### config.mk
export PLATFORM = sky130hd
export DESIGN_NAME = eff_addr_gen
export DESIGN_NICKNAME = d
export VERILOG_FILES = /design/src/rtl/eag_pkg.sv /design/src/rtl/eag_index_add.sv /design/src/rtl/eag_fetch_fsm.sv /design/src/rtl/eff_addr_gen.sv
export SDC_FILE = /design/constraint.sdc
export NUM_CORES = 1
export LEC_CHECK = 0
export BUFFER_PORTS_ARGS = -buffer_cell sky130_fd_sc_hd__buf_2
export CORE_MARGIN = 2
export CORE_UTILIZATION = 53
export CTS_BUF_LIST = sky130_fd_sc_hd__clkbuf_16
export DETAILED_ROUTE_END_ITERATION = 8
export GPL_TIMING_DRIVEN = 0
export PLACE_DENSITY_LB_ADDON = 0.3
export SLEW_MARGIN = 40
export SYNTH_ARGS = -nofsm -noshare
export SYNTH_HDL_FRONTEND = slang
export SYNTH_SLANG_ARGS = --single-unit
### constraint.sdc
create_clock -name clk -period 2.5 [get_ports clk]
set_clock_uncertainty 0.2 [all_clocks]
set_input_delay 0.5 -clock clk [delete_from_list [all_inputs] [get_ports clk]]
set_output_delay 0.5 -clock clk [all_outputs]
set_load 0.005 [all_outputs]
### src/rtl/eag_pkg.sv
package eag_pkg;
    typedef enum logic [1:0] {
        MODE_ABS  = 2'd0,
        MODE_ABSX = 2'd1,
        MODE_ABSY = 2'd2,
        MODE_JIND = 2'd3
    } mode_e;

    typedef enum logic [1:0] {
        ST_IDLE     = 2'd0,
        ST_FETCH_LO = 2'd1,
        ST_FETCH_HI = 2'd2,
        ST_DONE     = 2'd3
    } state_e;
endpackage

### src/rtl/eag_index_add.sv
module eag_index_add #(
    parameter int WORD_W = 16,
    parameter int BANK_W = 8,
    localparam int ADDR_W = WORD_W + BANK_W,
    localparam int BYTE_W = WORD_W / 2
) (
    input  eag_pkg::mode_e      mode,
    input  logic [WORD_W-1:0]   operand,
    input  logic [WORD_W-1:0]   x_idx,
    input  logic [WORD_W-1:0]   y_idx,
    input  logic [BANK_W-1:0]   data_bank,
    input  logic                idx8,
    output logic [ADDR_W-1:0]   eff_addr,
    output logic [WORD_W-1:0]   ptr
);
    import eag_pkg::*;

    logic [WORD_W-1:0] idx_sel;
    logic [WORD_W-1:0] idx_eff;

    always_comb begin
        idx_sel = (mode == MODE_ABSY) ? y_idx : x_idx;
        idx_eff = idx8 ? {{(WORD_W-BYTE_W){1'b0}}, idx_sel[BYTE_W-1:0]} : idx_sel;
        if (mode == MODE_ABS)
            eff_addr = {data_bank, operand};
        else
            eff_addr = {data_bank, operand} + {{BANK_W{1'b0}}, idx_eff};
        ptr = operand + idx_eff;
    end
endmodule

### src/rtl/eag_fetch_fsm.sv
module eag_fetch_fsm #(
    parameter int WORD_W = 16,
    parameter int BANK_W = 8,
    localparam int ADDR_W = WORD_W + BANK_W,
    localparam int BYTE_W = WORD_W / 2
) (
    input  logic                clk,
    input  logic                rst_n,
    input  logic                start,
    input  eag_pkg::mode_e      mode,
    input  logic [WORD_W-1:0]   ptr,
    input  logic                rd_valid,
    input  logic [BYTE_W-1:0]   rd_data,
    output logic                accept,
    output logic                pc_load,
    output logic [WORD_W-1:0]   pc_val,
    output logic                busy,
    output logic                done,
    output logic                rd_req,
    output logic [ADDR_W-1:0]   rd_addr
);
    import eag_pkg::*;

    state_e            state, state_nx;
    logic [WORD_W-1:0] ptr_q;
    logic [BYTE_W-1:0] lo_q;

    always_comb begin
        state_nx = state;
        unique case (state)
            ST_IDLE:     if (start) state_nx = (mode == MODE_JIND) ? ST_FETCH_LO : ST_DONE;
            ST_FETCH_LO: if (rd_valid) state_nx = ST_FETCH_HI;
            ST_FETCH_HI: if (rd_valid) state_nx = ST_DONE;
            ST_DONE:     state_nx = ST_IDLE;
        endcase
    end

    always_ff @(posedge clk or negedge rst_n) begin
        if (!rst_n) begin
            state <= ST_IDLE;
            ptr_q <= '0;
            lo_q  <= '0;
        end else begin
            state <= state_nx;
            if (state == ST_IDLE && start)
                ptr_q <= ptr;
            if (state == ST_FETCH_LO && rd_valid)
                lo_q <= rd_data;
        end
    end

    always_comb begin
        accept  = 1'b0;
        pc_load = 1'b0;
        busy    = 1'b0;
        done    = 1'b0;
        rd_req  = 1'b0;
        rd_addr = '0;
        pc_val  = {rd_data, lo_q};
        unique case (state)
            ST_IDLE:     accept = start;
            ST_FETCH_LO: begin
                busy    = 1'b1;
                rd_req  = 1'b1;
                rd_addr = {{BANK_W{1'b0}}, ptr_q};
            end
            ST_FETCH_HI: begin
                busy    = 1'b1;
                rd_req  = 1'b1;
                rd_addr = {{BANK_W{1'b0}}, ptr_q + {{(WORD_W-1){1'b0}}, 1'b1}};
                pc_load = rd_valid;
            end
            ST_DONE:     done = 1'b1;
        endcase
    end

    AST_REQ_BANK_ZERO: assert property (@(posedge clk) disable iff (!rst_n)
        rd_req |-> rd_addr[ADDR_W-1:WORD_W] == '0);
    AST_REQ_HELD: assert property (@(posedge clk) disable iff (!rst_n)
        (rd_req && !rd_valid) |=> (rd_req && $stable(rd_addr)));
    AST_HI_FOLLOWS_LO: assert property (@(posedge clk) disable iff (!rst_n)
        (rd_req && rd_valid && !pc_load) |=> (rd_req && rd_addr[WORD_W-1:0] == $past(rd_addr[WORD_W-1:0]) + 1'b1));
    AST_DONE_PULSE: assert property (@(posedge clk) disable iff (!rst_n)
        done |=> !done);
    AST_BUSY_DONE_EXCL: assert property (@(posedge clk) disable iff (!rst_n)
        !(busy && done));
    AST_DONE_AFTER_HI: assert property (@(posedge clk) disable iff (!rst_n)
        pc_load |=> done);
endmodule

### src/rtl/eff_addr_gen.sv
module eff_addr_gen #(
    parameter int WORD_W = 16,
    parameter int BANK_W = 8,
    localparam int ADDR_W = WORD_W + BANK_W,
    localparam int BYTE_W = WORD_W / 2
) (
    input  logic              clk,
    input  logic              rst_n,
    input  logic              start,
    input  logic [1:0]        mode,
    input  logic [WORD_W-1:0] operand,
    input  logic [WORD_W-1:0] x_idx,
    input  logic [WORD_W-1:0] y_idx,
    input  logic [BANK_W-1:0] data_bank,
    input  logic [BANK_W-1:0] prog_bank,
    input  logic              idx8,
    output logic              busy,
    output logic              done,
    output logic              is_jump,
    output logic [ADDR_W-1:0] result,
    output logic              rd_req,
    output logic [ADDR_W-1:0] rd_addr,
    input  logic              rd_valid,
    input  logic [BYTE_W-1:0] rd_data
);
    import eag_pkg::*;

    mode_e             mode_i;
    logic [ADDR_W-1:0] eff_addr;
    logic [WORD_W-1:0] ptr;
    logic              accept;
    logic              pc_load;
    logic [WORD_W-1:0] pc_val;
    logic [BANK_W-1:0] bank_q;

    assign mode_i = mode_e'(mode);

    eag_index_add #(.WORD_W(WORD_W), .BANK_W(BANK_W)) u_add (
        .mode      (mode_i),
        .operand   (operand),
        .x_idx     (x_idx),
        .y_idx     (y_idx),
        .data_bank (data_bank),
        .idx8      (idx8),
        .eff_addr  (eff_addr),
        .ptr       (ptr)
    );

    eag_fetch_fsm #(.WORD_W(WORD_W), .BANK_W(BANK_W)) u_fsm (
        .clk      (clk),
        .rst_n    (rst_n),
        .start    (start),
        .mode     (mode_i),
        .ptr      (ptr),
        .rd_valid (rd_valid),
        .rd_data  (rd_data),
        .accept   (accept),
        .pc_load  (pc_load),
        .pc_val   (pc_val),
        .busy     (busy),
        .done     (done),
        .rd_req   (rd_req),
        .rd_addr  (rd_addr)
    );

    always_ff @(posedge clk or negedge rst_n) begin
        if (!rst_n) begin
            result  <= '0;
            is_jump <= 1'b0;
            bank_q  <= '0;
        end else if (accept) begin
            is_jump <= (mode_i == MODE_JIND);
            if (mode_i == MODE_JIND)
                bank_q <= prog_bank;
            else
                result <= eff_addr;
        end else if (pc_load) begin
            result <= {bank_q, pc_val};
        end
    end

    AST_RESULT_QUIET: assert property (@(posedge clk) disable iff (!rst_n)
        (!accept && !pc_load) |=> $stable(result));
    AST_NO_START_WHEN_BUSY: assert property (@(posedge clk) disable iff (!rst_n)
        busy |-> !accept);
endmodule

==> flow_metrics.py <==
metrics = {
    "setup_path": {
        "criticalPathCategory": "in -> reg",
        "required_ns": 2.49,
        "r2r_cells": 9,
        "cp.arrival_ns": 3.15,
        "cpMaxStageDelayCell": "fa_2",
        "cp_cell_sequence": "buf_8 -> buf_8 -> nand2b_4 -> clkbuf_16 -> nand2_4 -> nand2_4 -> ha_4 -> inv_2 -> fa_2 -> and2b_2 -> o2111ai_4 -> buf_6 -> a211oi_4 -> o21ai_2 -> a21oi_2 -> xnor2_2 -> o221ai_1",
        "critPathCaptureType": "flip-flop",
        "max_stage_delay_ns": 0.33,
        "crit_fanout": 5,
        "cp_top_family": "compound AO/OA/AOI/OAI gates",
        "worstReg2RegStart": "u_fsm.state[0]$_DFFE_PN0P_",
        "crit_path_start_kind": "input port",
        "reg2reg_to": "result[14]$_DFFE_PN0P_",
        "crit_buf_inv": 5,
        "rrSetupSlack_ns": -0.13,
    },
    "clocking": {
        "path_clk_slew_ns": 0.05,
        "tritoncts": "yes",
        "cts_sinks": 59,
        "cts_root_buf": "clkbuf_16",
        "cts_buffer_depth": 2,
        "cts-htree-levels": 3,
        "insertion_delay_ns": 0.34,
        "hold_buffers": 0,
        "cts_buffers": 9,
    },
    "grt": {
        "antenna_found_initial": 0,
        "overflow": 0,
        "grt_pass1_vias": 5065,
        "grt_pass1_wl_um": 25400,
        "grt_usage": 0.366,
        "grt_max_degree": 60,
    },
    "routing": {
        "drc": 0,
        "routed_wl_um": 17800,
        "drt-pass1-iter-count": 8,
        "drt_iter0_drc": 441,
        "vias": 5412,
        "wl_per_cell_um": 20.5,
        "viasPerCell": 6.24,
        "ant_nets": 0,
    },
    "floorplan": {
        "dieWidth_um": 96.2,
        "rows": 33,
        "die_h_um": 96.2,
        "dieArea_mm2": 0.00926,
        "start_util": 0.549,
        "core_mm2": 0.00822,
        "io_pins": 131,
    },
    "sta": {
        "hold_viol_final": 0,
        "report.final.setup_viol": 36,
        "slew_viol_final": 0,
        "min_period_ns": 3.16,
        "rsz0062_at_grt": "yes",
        "max_freq_mhz": 317,
        "worst_pin_slew_ns": 0.756,
        "max_slew_margin": 0.496,
        "fin_crit_sh": 1.26,
        "setup_slack_ns": -0.656,
    },
    "power": {
        "vdd_drop_max_mv": 0.443,
        "p_leak_uw": 0.00315,
        "p_per_area_mw_per_mm2": 955,
    },
    "final_layout": {
        "diodes": 0,
        "area_growth_pct": 52.1,
        "fin_nets": 860,
        "layout-drive-gt1-share": 0.471,
        "seqCellArea_mm2": 0.00149,
        "post-route-util": 0.835,
        "n_fill_cell": 475,
        "multi_input_area_mm2": 0.00352,
        "fin_area_mm2": 0.00686,
    },
    "min_path": {
        "hp-class": "in -> async",
    },
    "synth": {
        "ys_types": 59,
        "seq_area_frac_synth": 0.328,
        "synth-edff-count": 0,
        "netlist_area_mm2": 0.00451,
        "syn_avg_cell_area_um2": 7.99,
        "synth-seq-cells": 59,
        "synth_ff_type": "dfrtp_1",
        "ys_warn_count": 0,
        "synthCells": 564,
        "async_reset_ff_frac": 1.00,
    },
    "place": {
        "place_area_mm2": 0.00543,
        "hpwl_um": 11100,
        "place.gp.congestion": 0.921,
        "io_buffers": 120,
    },
    "run": {
        "cap_violations": 0,
    },
    "run_status": {
        "run_status": "finished with violations",
        "violations": "setup timing",
    },
}
==> Yosys cell counts, types with 2 or more instances <==
cell type / count / area share
o221ai_1: 6 / 0.012
dfrtp_1: 59 / 0.33
a22oi_1: 18 / 0.030
inv_1: 13 / 0.011
nand2_1: 130 / 0.11
a31oi_1: 4 / 0.0056
o21bai_1: 3 / 0.0050
nor2_1: 32 / 0.027
o311a_1: 2 / 0.0044
a2111oi_2: 2 / 0.0067
o211ai_1: 7 / 0.012
o2111ai_1: 3 / 0.0058
nor2b_1: 17 / 0.024
nand2b_1: 2 / 0.0028
nand4_1: 9 / 0.012
o22ai_1: 3 / 0.0042
buf_1: 6 / 0.0050
buf_4: 9 / 0.015
nand3_1: 16 / 0.018
mux2i_1: 2 / 0.0044
a21oi_2: 2 / 0.0039
xor2_1: 13 / 0.025
ha_1: 22 / 0.061
a21oi_1: 39 / 0.043
buf_2: 7 / 0.0078
and3_1: 2 / 0.0028
nor3_1: 10 / 0.011
clkbuf_1: 18 / 0.015
and2_1: 2 / 0.0028
a21o_1: 3 / 0.0050
xnor2_1: 19 / 0.037
a211oi_1: 5 / 0.0083
o21ai_0: 37 / 0.041
mux2_2: 17 / 0.042
==> what timing repair did <==
action | CTS | global route
endpoints found under the setup margin | 50 | 59
endpoints found under the hold margin | 0 | 0
buffers inserted | 46 | 15
gates cloned | 0 | 0
resized for setup | 107 | 62
pin swaps | 57 | 54
==> power by group <==
part	total, µW	internal, µW	switching, µW
combinational	3390	1580	1810
sequential	1860	1430	431
clock	1300	858	439
==> worst register-to-register path, stage by stage (launching register included) <==
cell,delay (ns)
dfrtp_1,0.43
inv_2,0.12
ha_4,0.18
nand2_1,0.28
a21oi_4,0.13
a31oi_2,0.30
clkbuf_1,0.48
nor2_1,0.14
a21oi_1,0.19
a21oi_1,0.07
==> cell families (layout without fill, tap and decap cells) <==
| logic type | Yosys count | count (layout) | synth area share |
|---|---|---|---|
| and+or+nand+nor | 230 | 230 | 0.225 |
| AOI/OAI and AO/OA | 146 | 146 | 0.215 |
| DFF | 59 | 59 | 0.328 |
| buffers and inverters | 53 | 244 | 0.0536 |
| xor gates and xnor gates | 33 | 33 | 0.0658 |
| adders and majority gates | 23 | 23 | 0.0655 |
| muxes | 19 | 19 | 0.0469 |
| other | 1 | 8 | 0.000832 |
==> how the worst max path moves through the flow <==
stage / start / end / slack, ns / cells past startpoint
4_1_cts: mode[0] / result[22]$_DFFE_PN0P_ / -0.53 / 16
6_report: mode[0] / result[16]$_DFFE_PN0P_ / -0.66 / 17
3_5_place_dp: mode[0] / result[16]$_DFFE_PN0P_ / -1.27 / 17
3_3_place_gp: mode[0] / result[16]$_DFFE_PN0P_ / -1.25 / 17
2_1_floorplan: mode[1] / result[22]$_DFFE_PN0P_ / -0.69 / 16
5_1_grt: mode[0] / result[8]$_DFFE_PN0P_ / -0.71 / 17
==> registers in the layout, summed over array words and instances, names as in the netlist <==
register	flops
u_fsm.ptr_q	16
result	24
is_jump	1
u_fsm.lo_q	8
bank_q	8
u_fsm.state	2
==> placed cells by master, fill, tap and decap left out, drive strengths merged, types with 13 or more instances in the layout <==
cell,n
a21oi,41
a22oi,18
buf,202
clkbuf,23
dfrtp,59
ha,22
inv,13
mux2,17
nand2,131
nand3,16
nor2,33
nor2b,17
o21ai,38
xnor2,20
xor2,13
==> layer usage <==
metal,vias up,routed length [µm],track usage
li1,2361,-,-
met1,2550,6360,0.444
met2,375,8520,0.628
met3,126,1800,0.0611
met4,0,1110,0.176
met5,-,0,0
==> layout make-up <==
| class | count | area share |
|---|---|---|
| plain buffers | 35 | 0.0381 |
| clock buffers | 9 | 0.0328 |
| clock inverters | 6 | 0.0119 |
| inverters | 13 | 0.00748 |
| multi-input cells | 459 | 0.513 |
| flip-flops and latches | 59 | 0.217 |
| well taps | 105 | 0.0192 |
| repair buffers | 181 | 0.161 |
==> per-stage QoR <==
step | hold slack (ns) | worst slack [ns] | total power, µW | TNS, ns | std cells
global route | 0.0983 | -0.711 | 6890 | -15.96 | 867
finish | 0.0378 | -0.656 | 6550 | -13.26 | 867
CTS | 0.0634 | -0.531 | 6170 | -9.93 | 853
floorplan | 0.00441 | -0.688 | 3480 | -12.33 | 571
detailed placement | 0.271 | -1.27 | 4440 | -30.59 | 796
global placement | 0.268 | -1.25 | 4310 | -28.70 | 796
No activity file was read; power rests on OpenSTA's default activity.
